`config.mk`:
```
export PLATFORM = sky130hd
export DESIGN_NAME = mii_rx_framer
export DESIGN_NICKNAME = d
export VERILOG_FILES = /design/src/rtl/mii_rx_pkg.sv /design/src/rtl/mii_rx_crc.sv /design/src/rtl/mii_rx_addr.sv /design/src/rtl/mii_rx_len.sv /design/src/rtl/mii_rx_framer.sv
export SDC_FILE = /design/constraint.sdc
export NUM_CORES = 1
export LEC_CHECK = 0
export CORE_UTILIZATION = 40
export DETAILED_ROUTE_END_ITERATION = 10
export GPL_ROUTABILITY_DRIVEN = 1
export PLACE_DENSITY = 0.64
export SLEW_MARGIN = 10
export SYNTH_ARGS = -nofsm -noshare
export SYNTH_HDL_FRONTEND = slang
export SYNTH_SLANG_ARGS = --single-unit
```
`constraint.sdc`:
```
create_clock -name clk -period 2.57 [get_ports clk]
set_clock_uncertainty 0.2 [all_clocks]
set_input_delay 0.257 -clock clk [delete_from_list [all_inputs] [get_ports clk]]
set_output_delay 0.257 -clock clk [all_outputs]
set_load 0.1 [all_outputs]
```
`src/rtl/mii_rx_pkg.sv`:
```
package mii_rx_pkg;

    localparam int NIB_W    = 4;
    localparam int LEN_W    = 12;
    localparam int ADDR_W   = 48;
    localparam int ADDR_NIB = ADDR_W / NIB_W;
    localparam int IDX_W    = $clog2(ADDR_NIB + 1);
    localparam int CRC_W    = 32;

    localparam logic [NIB_W-1:0] PRE_NIB = 4'h5;
    localparam logic [NIB_W-1:0] SFD_NIB = 4'hD;

    localparam logic [CRC_W-1:0] CRC_POLY    = 32'h04C11DB7;
    localparam logic [CRC_W-1:0] CRC_SEED    = 32'hFFFFFFFF;
    localparam logic [CRC_W-1:0] CRC_RESIDUE = 32'hC704DD7B;

    typedef enum logic [1:0] {
        ST_SEEK,
        ST_DATA,
        ST_DROP
    } rx_state_e;

    typedef struct packed {
        logic [LEN_W-1:0] len;
        logic             crc_ok;
        logic             group;
        logic             match;
        logic             fault;
    } rx_stat_t;

    // Advance the CRC register by one nibble, lowest bit first.
    function automatic logic [CRC_W-1:0] crc_step(input logic [CRC_W-1:0] c,
                                                  input logic [NIB_W-1:0] d);
        logic [CRC_W-1:0] r;
        logic             fb;
        r = c;
        for (int b = 0; b < NIB_W; b++) begin
            fb = r[CRC_W-1] ^ d[b];
            r  = {r[CRC_W-2:0], 1'b0};
            if (fb) r = r ^ CRC_POLY;
        end
        return r;
    endfunction

    // Expected nibble of the station address at receive position idx.
    function automatic logic [NIB_W-1:0] addr_nib(input logic [ADDR_W-1:0] addr,
                                                  input logic [IDX_W-1:0]  idx);
        logic [ADDR_W-1:0] sh;
        int                byte_no;
        byte_no = int'(idx) >> 1;
        sh      = addr >> (ADDR_W - 8 - 8 * byte_no);
        return idx[0] ? sh[7:4] : sh[3:0];
    endfunction

endpackage

```
`src/rtl/mii_rx_crc.sv`:
```
module mii_rx_crc
    import mii_rx_pkg::*;
(
    input  logic             clk,
    input  logic             rst,
    input  logic             clr,
    input  logic             en,
    input  logic [NIB_W-1:0] nib,
    output logic             crc_ok
);
    logic [CRC_W-1:0] crc_q;

    always_ff @(posedge clk) begin
        if (rst || clr) crc_q <= CRC_SEED;
        else if (en)    crc_q <= crc_step(crc_q, nib);
    end

    assign crc_ok = (crc_q == CRC_RESIDUE);

    // the register stays put while no data nibble is accepted
    p_crc_hold_r9: assert property (@(posedge clk) disable iff (rst)
        (!en && !clr) |=> $stable(crc_q));
endmodule

```
`src/rtl/mii_rx_addr.sv`:
```
module mii_rx_addr
    import mii_rx_pkg::*;
(
    input  logic              clk,
    input  logic              rst,
    input  logic              clr,
    input  logic              en,
    input  logic [NIB_W-1:0]  nib,
    input  logic [ADDR_W-1:0] station,
    output logic              da_match,
    output logic              da_group
);
    localparam logic [IDX_W-1:0] IDX_FULL = IDX_W'(ADDR_NIB);

    logic [IDX_W-1:0] idx_q;
    logic             match_q;
    logic             bcast_q;
    logic             mcast_q;
    logic             in_addr;

    assign in_addr = (idx_q != IDX_FULL);

    always_ff @(posedge clk) begin
        if (rst || clr) begin
            idx_q   <= '0;
            match_q <= 1'b1;
            bcast_q <= 1'b1;
            mcast_q <= 1'b0;
        end else if (en && in_addr) begin
            idx_q <= idx_q + 1'b1;
            if (nib != addr_nib(station, idx_q)) match_q <= 1'b0;
            if (nib != '1)                       bcast_q <= 1'b0;
            if (idx_q == '0)                     mcast_q <= nib[0];
        end
    end

    assign da_match = !in_addr && match_q;
    assign da_group = !in_addr && (mcast_q || bcast_q);

    // once the full address is in, the verdict is frozen until the next frame
    p_addr_frozen_r7: assert property (@(posedge clk) disable iff (rst)
        (!in_addr && !clr) |=> ($stable(match_q) && $stable(bcast_q) && $stable(mcast_q)));
endmodule

```
`src/rtl/mii_rx_len.sv`:
```
module mii_rx_len
    import mii_rx_pkg::*;
#(
    parameter int MAX_NIB = 3036
) (
    input  logic             clk,
    input  logic             rst,
    input  logic             clr,
    input  logic             en,
    output logic [LEN_W-1:0] count,
    output logic             too_long
);
    localparam logic [LEN_W-1:0] CNT_TOP = '1;
    localparam logic [LEN_W-1:0] CNT_MAX = LEN_W'(MAX_NIB);

    logic [LEN_W-1:0] cnt_q;

    always_ff @(posedge clk) begin
        if (rst || clr)                cnt_q <= '0;
        else if (en && cnt_q != CNT_TOP) cnt_q <= cnt_q + 1'b1;
    end

    assign count    = cnt_q;
    assign too_long = (cnt_q > CNT_MAX);

    // the counter saturates instead of wrapping
    p_len_sat_r5: assert property (@(posedge clk) disable iff (rst)
        (cnt_q == CNT_TOP && !clr) |=> (cnt_q == CNT_TOP));
endmodule

```
`src/rtl/mii_rx_framer.sv`:
```
module mii_rx_framer
    import mii_rx_pkg::*;
#(
    parameter int MAX_NIB = 3036
) (
    input  logic        clk,
    input  logic        rst,
    input  logic [47:0] station_addr,
    input  logic        mii_dv,
    input  logic [3:0]  mii_nib,
    input  logic        mii_err,
    output logic [3:0]  out_nib,
    output logic        out_valid,
    output logic        out_last,
    output logic [15:0] stat_word,
    output logic        stat_valid_n
);
    rx_state_e        state_q;
    logic [NIB_W-1:0] hold_nib_q;
    logic             hold_full_q;
    logic             err_q;
    rx_stat_t         stat_q;

    logic             frame_clr;
    logic             data_en;
    logic             crc_ok;
    logic             da_match;
    logic             da_group;
    logic [LEN_W-1:0] nib_count;
    logic             too_long;
    rx_stat_t         stat_next;

    assign frame_clr = (state_q == ST_SEEK) && mii_dv && (mii_nib == SFD_NIB);
    assign data_en   = (state_q == ST_DATA) && mii_dv;

    mii_rx_crc u_crc (
        .clk    (clk),
        .rst    (rst),
        .clr    (frame_clr),
        .en     (data_en),
        .nib    (mii_nib),
        .crc_ok (crc_ok)
    );

    mii_rx_addr u_addr (
        .clk      (clk),
        .rst      (rst),
        .clr      (frame_clr),
        .en       (data_en),
        .nib      (mii_nib),
        .station  (station_addr),
        .da_match (da_match),
        .da_group (da_group)
    );

    mii_rx_len #(.MAX_NIB(MAX_NIB)) u_len (
        .clk      (clk),
        .rst      (rst),
        .clr      (frame_clr),
        .en       (data_en),
        .count    (nib_count),
        .too_long (too_long)
    );

    always_comb begin
        stat_next.len    = nib_count;
        stat_next.crc_ok = crc_ok;
        stat_next.group  = da_group;
        stat_next.match  = da_match;
        stat_next.fault  = err_q || too_long;
    end

    always_ff @(posedge clk) begin
        if (rst) begin
            state_q      <= ST_SEEK;
            hold_nib_q   <= '0;
            hold_full_q  <= 1'b0;
            err_q        <= 1'b0;
            stat_q       <= '0;
            out_nib      <= '0;
            out_valid    <= 1'b0;
            out_last     <= 1'b0;
            stat_valid_n <= 1'b1;
        end else begin
            out_valid    <= 1'b0;
            out_last     <= 1'b0;
            stat_valid_n <= 1'b1;
            unique case (state_q)
                ST_SEEK: begin
                    if (mii_dv) begin
                        if (mii_nib == SFD_NIB) begin
                            state_q     <= ST_DATA;
                            hold_full_q <= 1'b0;
                            err_q       <= 1'b0;
                        end else if (mii_nib != PRE_NIB) begin
                            state_q <= ST_DROP;
                        end
                    end
                end
                ST_DROP: begin
                    if (!mii_dv) state_q <= ST_SEEK;
                end
                ST_DATA: begin
                    if (mii_dv) begin
                        hold_nib_q  <= mii_nib;
                        hold_full_q <= 1'b1;
                        if (mii_err) err_q <= 1'b1;
                        if (hold_full_q) begin
                            out_nib   <= hold_nib_q;
                            out_valid <= 1'b1;
                        end
                    end else begin
                        state_q      <= ST_SEEK;
                        hold_full_q  <= 1'b0;
                        stat_q       <= stat_next;
                        stat_valid_n <= 1'b0;
                        if (hold_full_q) begin
                            out_nib   <= hold_nib_q;
                            out_valid <= 1'b1;
                            out_last  <= 1'b1;
                        end
                    end
                end
                default: state_q <= ST_SEEK;
            endcase
        end
    end

    assign stat_word = stat_q;

    // the last marker only ever travels with a valid nibble
    p_last_valid_r3: assert property (@(posedge clk) disable iff (rst)
        out_last |-> out_valid);
    // status strobe is a single-cycle pulse
    p_stat_pulse_r4: assert property (@(posedge clk) disable iff (rst)
        !stat_valid_n |=> stat_valid_n);
    // the last nibble and the status strobe coincide
    p_last_stat_r4: assert property (@(posedge clk) disable iff (rst)
        out_last |-> !stat_valid_n);
    // status word only changes together with its strobe
    p_stat_hold_r4: assert property (@(posedge clk) disable iff (rst)
        stat_valid_n |-> $stable(stat_word));
    // a discarded burst forwards nothing
    p_drop_silent_r2: assert property (@(posedge clk) disable iff (rst)
        (state_q == ST_DROP) |=> (!out_valid && stat_valid_n));
endmodule

```
==> metrics.yaml <==
ant_nets: 0
crit_required_ns: 2.65
viasPerCell: 5.11
cts_buffer_depth: 2
final_cell_mix: "nand2_1, dfxtp_1, clkdlybuf4s50_1"
finalCritPeriodShare: 0.867
status: "finished clean"
r2r-end: "u_len.count[11]"
rows: 37
yosysTopAreaCell: "dfxtp_1"
yosys.area.top_type_share: 0.386
hp-class: "flop to flop"
grtUsageTotal: 0.187
place_hpwl_um: 7310
synthFlopType: "dfxtp_1"
die_h_um: 105
fill_cells: 987
area_growth_pct: 26.5
clkLatencyLatePin_ns: 0.35
ctsResizeCount: 0
cap_viol_max_count: 0
synth_area_per_cell_um2: 8.76
reg2regPathDepth: 6
syn_inst: 485
design.die.area_mm2: 0.0110
whs_endpoint: "out_nib[1]"
clk_pin_slew_ns: 0.09
die_x_um: 105
drive_gt1_frac: 0.143
finalSetupViolCount: 0
tns_ns: 0
p_per_area_mw_per_mm2: 473
cts.sinks: 82
multiInputGateArea_mm2: 0.00239
hold_start: "out_nib[1]"
syn_area_mm2: 0.00425
cts-root-buf: "clkbuf_8"
cts_hold_buffers: 0
fin_crit_ns: 2.23
wl_per_cell_um: 14.0
synth_seq_cells: 82
totalWireLength_um: 9830
dp_cells: 688
grt_max_degree: 65
syn-num-nets: 550
clock.fmax_ghz: 0.449
cts_buffers: 9
async_flop_share: 0
setup.worst_path.end_class: "flop"
drc_errors: 0
worstPathMaxFanout: 10
firstDrtPassIters: 4
synth.area.top_cells: "dfxtp_1, nand2_1, o211ai_1"
r2r_slack_ns: 0.34
io-pin-count: 79
ys_seq_area_frac: 0.386
synth_edf_count: 0
maxSlewHeadroom: 0.597
cts_tree: "yes"
io_buffers: 78
grt_first_pass_wirelength_um: 16600
worstPathArrival_ns: 2.31
start_kind: "flop"
nNetsFinal: 628
p_leak_uw: 0.00208
seq_area_mm2: 0.00164
first_iter_violations: 150
hold_viol: 0
instances_no_fill: 704
core_mm2: 0.0103
r2r-start: "u_len.count[0]"
grt_overflow_total: 0
gp_congestion: 0.771
ir_drop_uv: 326
vias: 3594
synth_warnings: 0
grt_pass1_vias: 3410
antenna_cells: 0
tightest_slew_ns: 0.600
report.final.slew_viol_count: 0
cts_setup_buffers: 0
final_common_cell: "nand2_1"
hold_path_depth: 2
start_util: 0.412
cts_max_level: 3
antenna_found_initial: 0
synth_cell_types: 57
rsz0062_at_grt: "false"
path_class: "flop to flop"
final cells by class:
| class | instances | area share |
|---|---|---|
| multi-input cells | 354 | 0.445 |
| clock inverters | 6 | 0.0121 |
| repair buffers | 102 | 0.170 |
| clock buffers | 10 | 0.0256 |
| well taps | 136 | 0.0317 |
| flip-flops and latches | 82 | 0.305 |
| inverters | 14 | 0.00978 |
worst max-delay path, cell delays in order, from the launching register on:
cell     delay [ns]
dfxtp_1        0.36
ha_1           0.25
nand2_1        0.15
nor4_4         0.10
or4_1          0.60
or3_1          0.34
a21oi_1        0.16
metrics by stage:
step	total power [µW]	setup slack [ns]	util	cell area, µm²	hold WS, ns
floorplan	1480	0.359	-	4250	0.182
global placement	1620	0.244	0.501	5170	0.235
detailed placement	1620	0.206	0.501	5170	0.247
CTS	2570	0.320	0.521	5380	0.259
global route	2660	0.225	0.521	5380	0.281
finish	2540	0.342	0.521	5380	0.256
synthesized netlist by cell type (all sizes together), types with 3 or more instances:
master,count
nor2b,5
mux4,5
clkbuf,23
a22oi,3
nand3,14
nand4,7
nand4b,4
nand2,92
a21oi,37
o21ai,5
xor2,21
a31oi,3
and2,4
nor4b,3
nor3,5
buf,12
ha,9
nor2,27
or3,3
dfxtp,82
inv,14
nor4,6
xnor2,29
o211ai,28
nand2b,5
mux2i,16
power by group:
group	total (µW)	internal (µW)	switching [µW]	leakage, µW
Combinational	311	172	139	0.00132
Clock	949	477	472	0.000103
Sequential	1280	1280	7.21	0.000662
state kept, by name, indices dropped and copies added (netlist names), 2 cells and up:
name,count
state_q,2
out_nib,4
u_len.count,12
u_addr.idx_q,4
u_crc.crc_q,32
hold_nib_q,4
stat_word,16
cell families (layout without fill, tap and decap cells):
| kind of cell | after synthesis | in the layout | share of synthesized area |
|---|---|---|---|
| xor+xnor | 50 | 50 | 0.118 |
| compound gates | 90 | 90 | 0.145 |
| fa+ha+maj | 9 | 9 | 0.0265 |
| flops | 82 | 82 | 0.386 |
| buf+inv | 49 | 132 | 0.0518 |
| simple gates | 183 | 183 | 0.204 |
| mux | 22 | 22 | 0.0686 |
metal layers:
layer	up-vias	GRT usage	part of all wire
li1	1834	-	-
met1	1650	0.264	0.50
met2	106	0.293	0.44
met3	4	0.0393	0.051
met4	0	0.0392	0.0062
met5	-	0	0
worst max path at each step:
stage                           from         endpoint  slack (ns)  cells after the start
global placement    station_addr[10]   u_addr.match_q        0.24                      6
floorplan            u_addr.idx_q[2]   u_addr.match_q        0.36                      7
CTS                   u_len.count[0]  u_len.count[11]        0.32                      6
finish                u_len.count[0]  u_len.count[11]        0.34                      6
detailed placement        mii_nib[2]  u_len.count[11]        0.21                      6
global route          u_len.count[0]  u_len.count[11]        0.22                      6
Note: power is estimated with default switching activity, not from simulation.
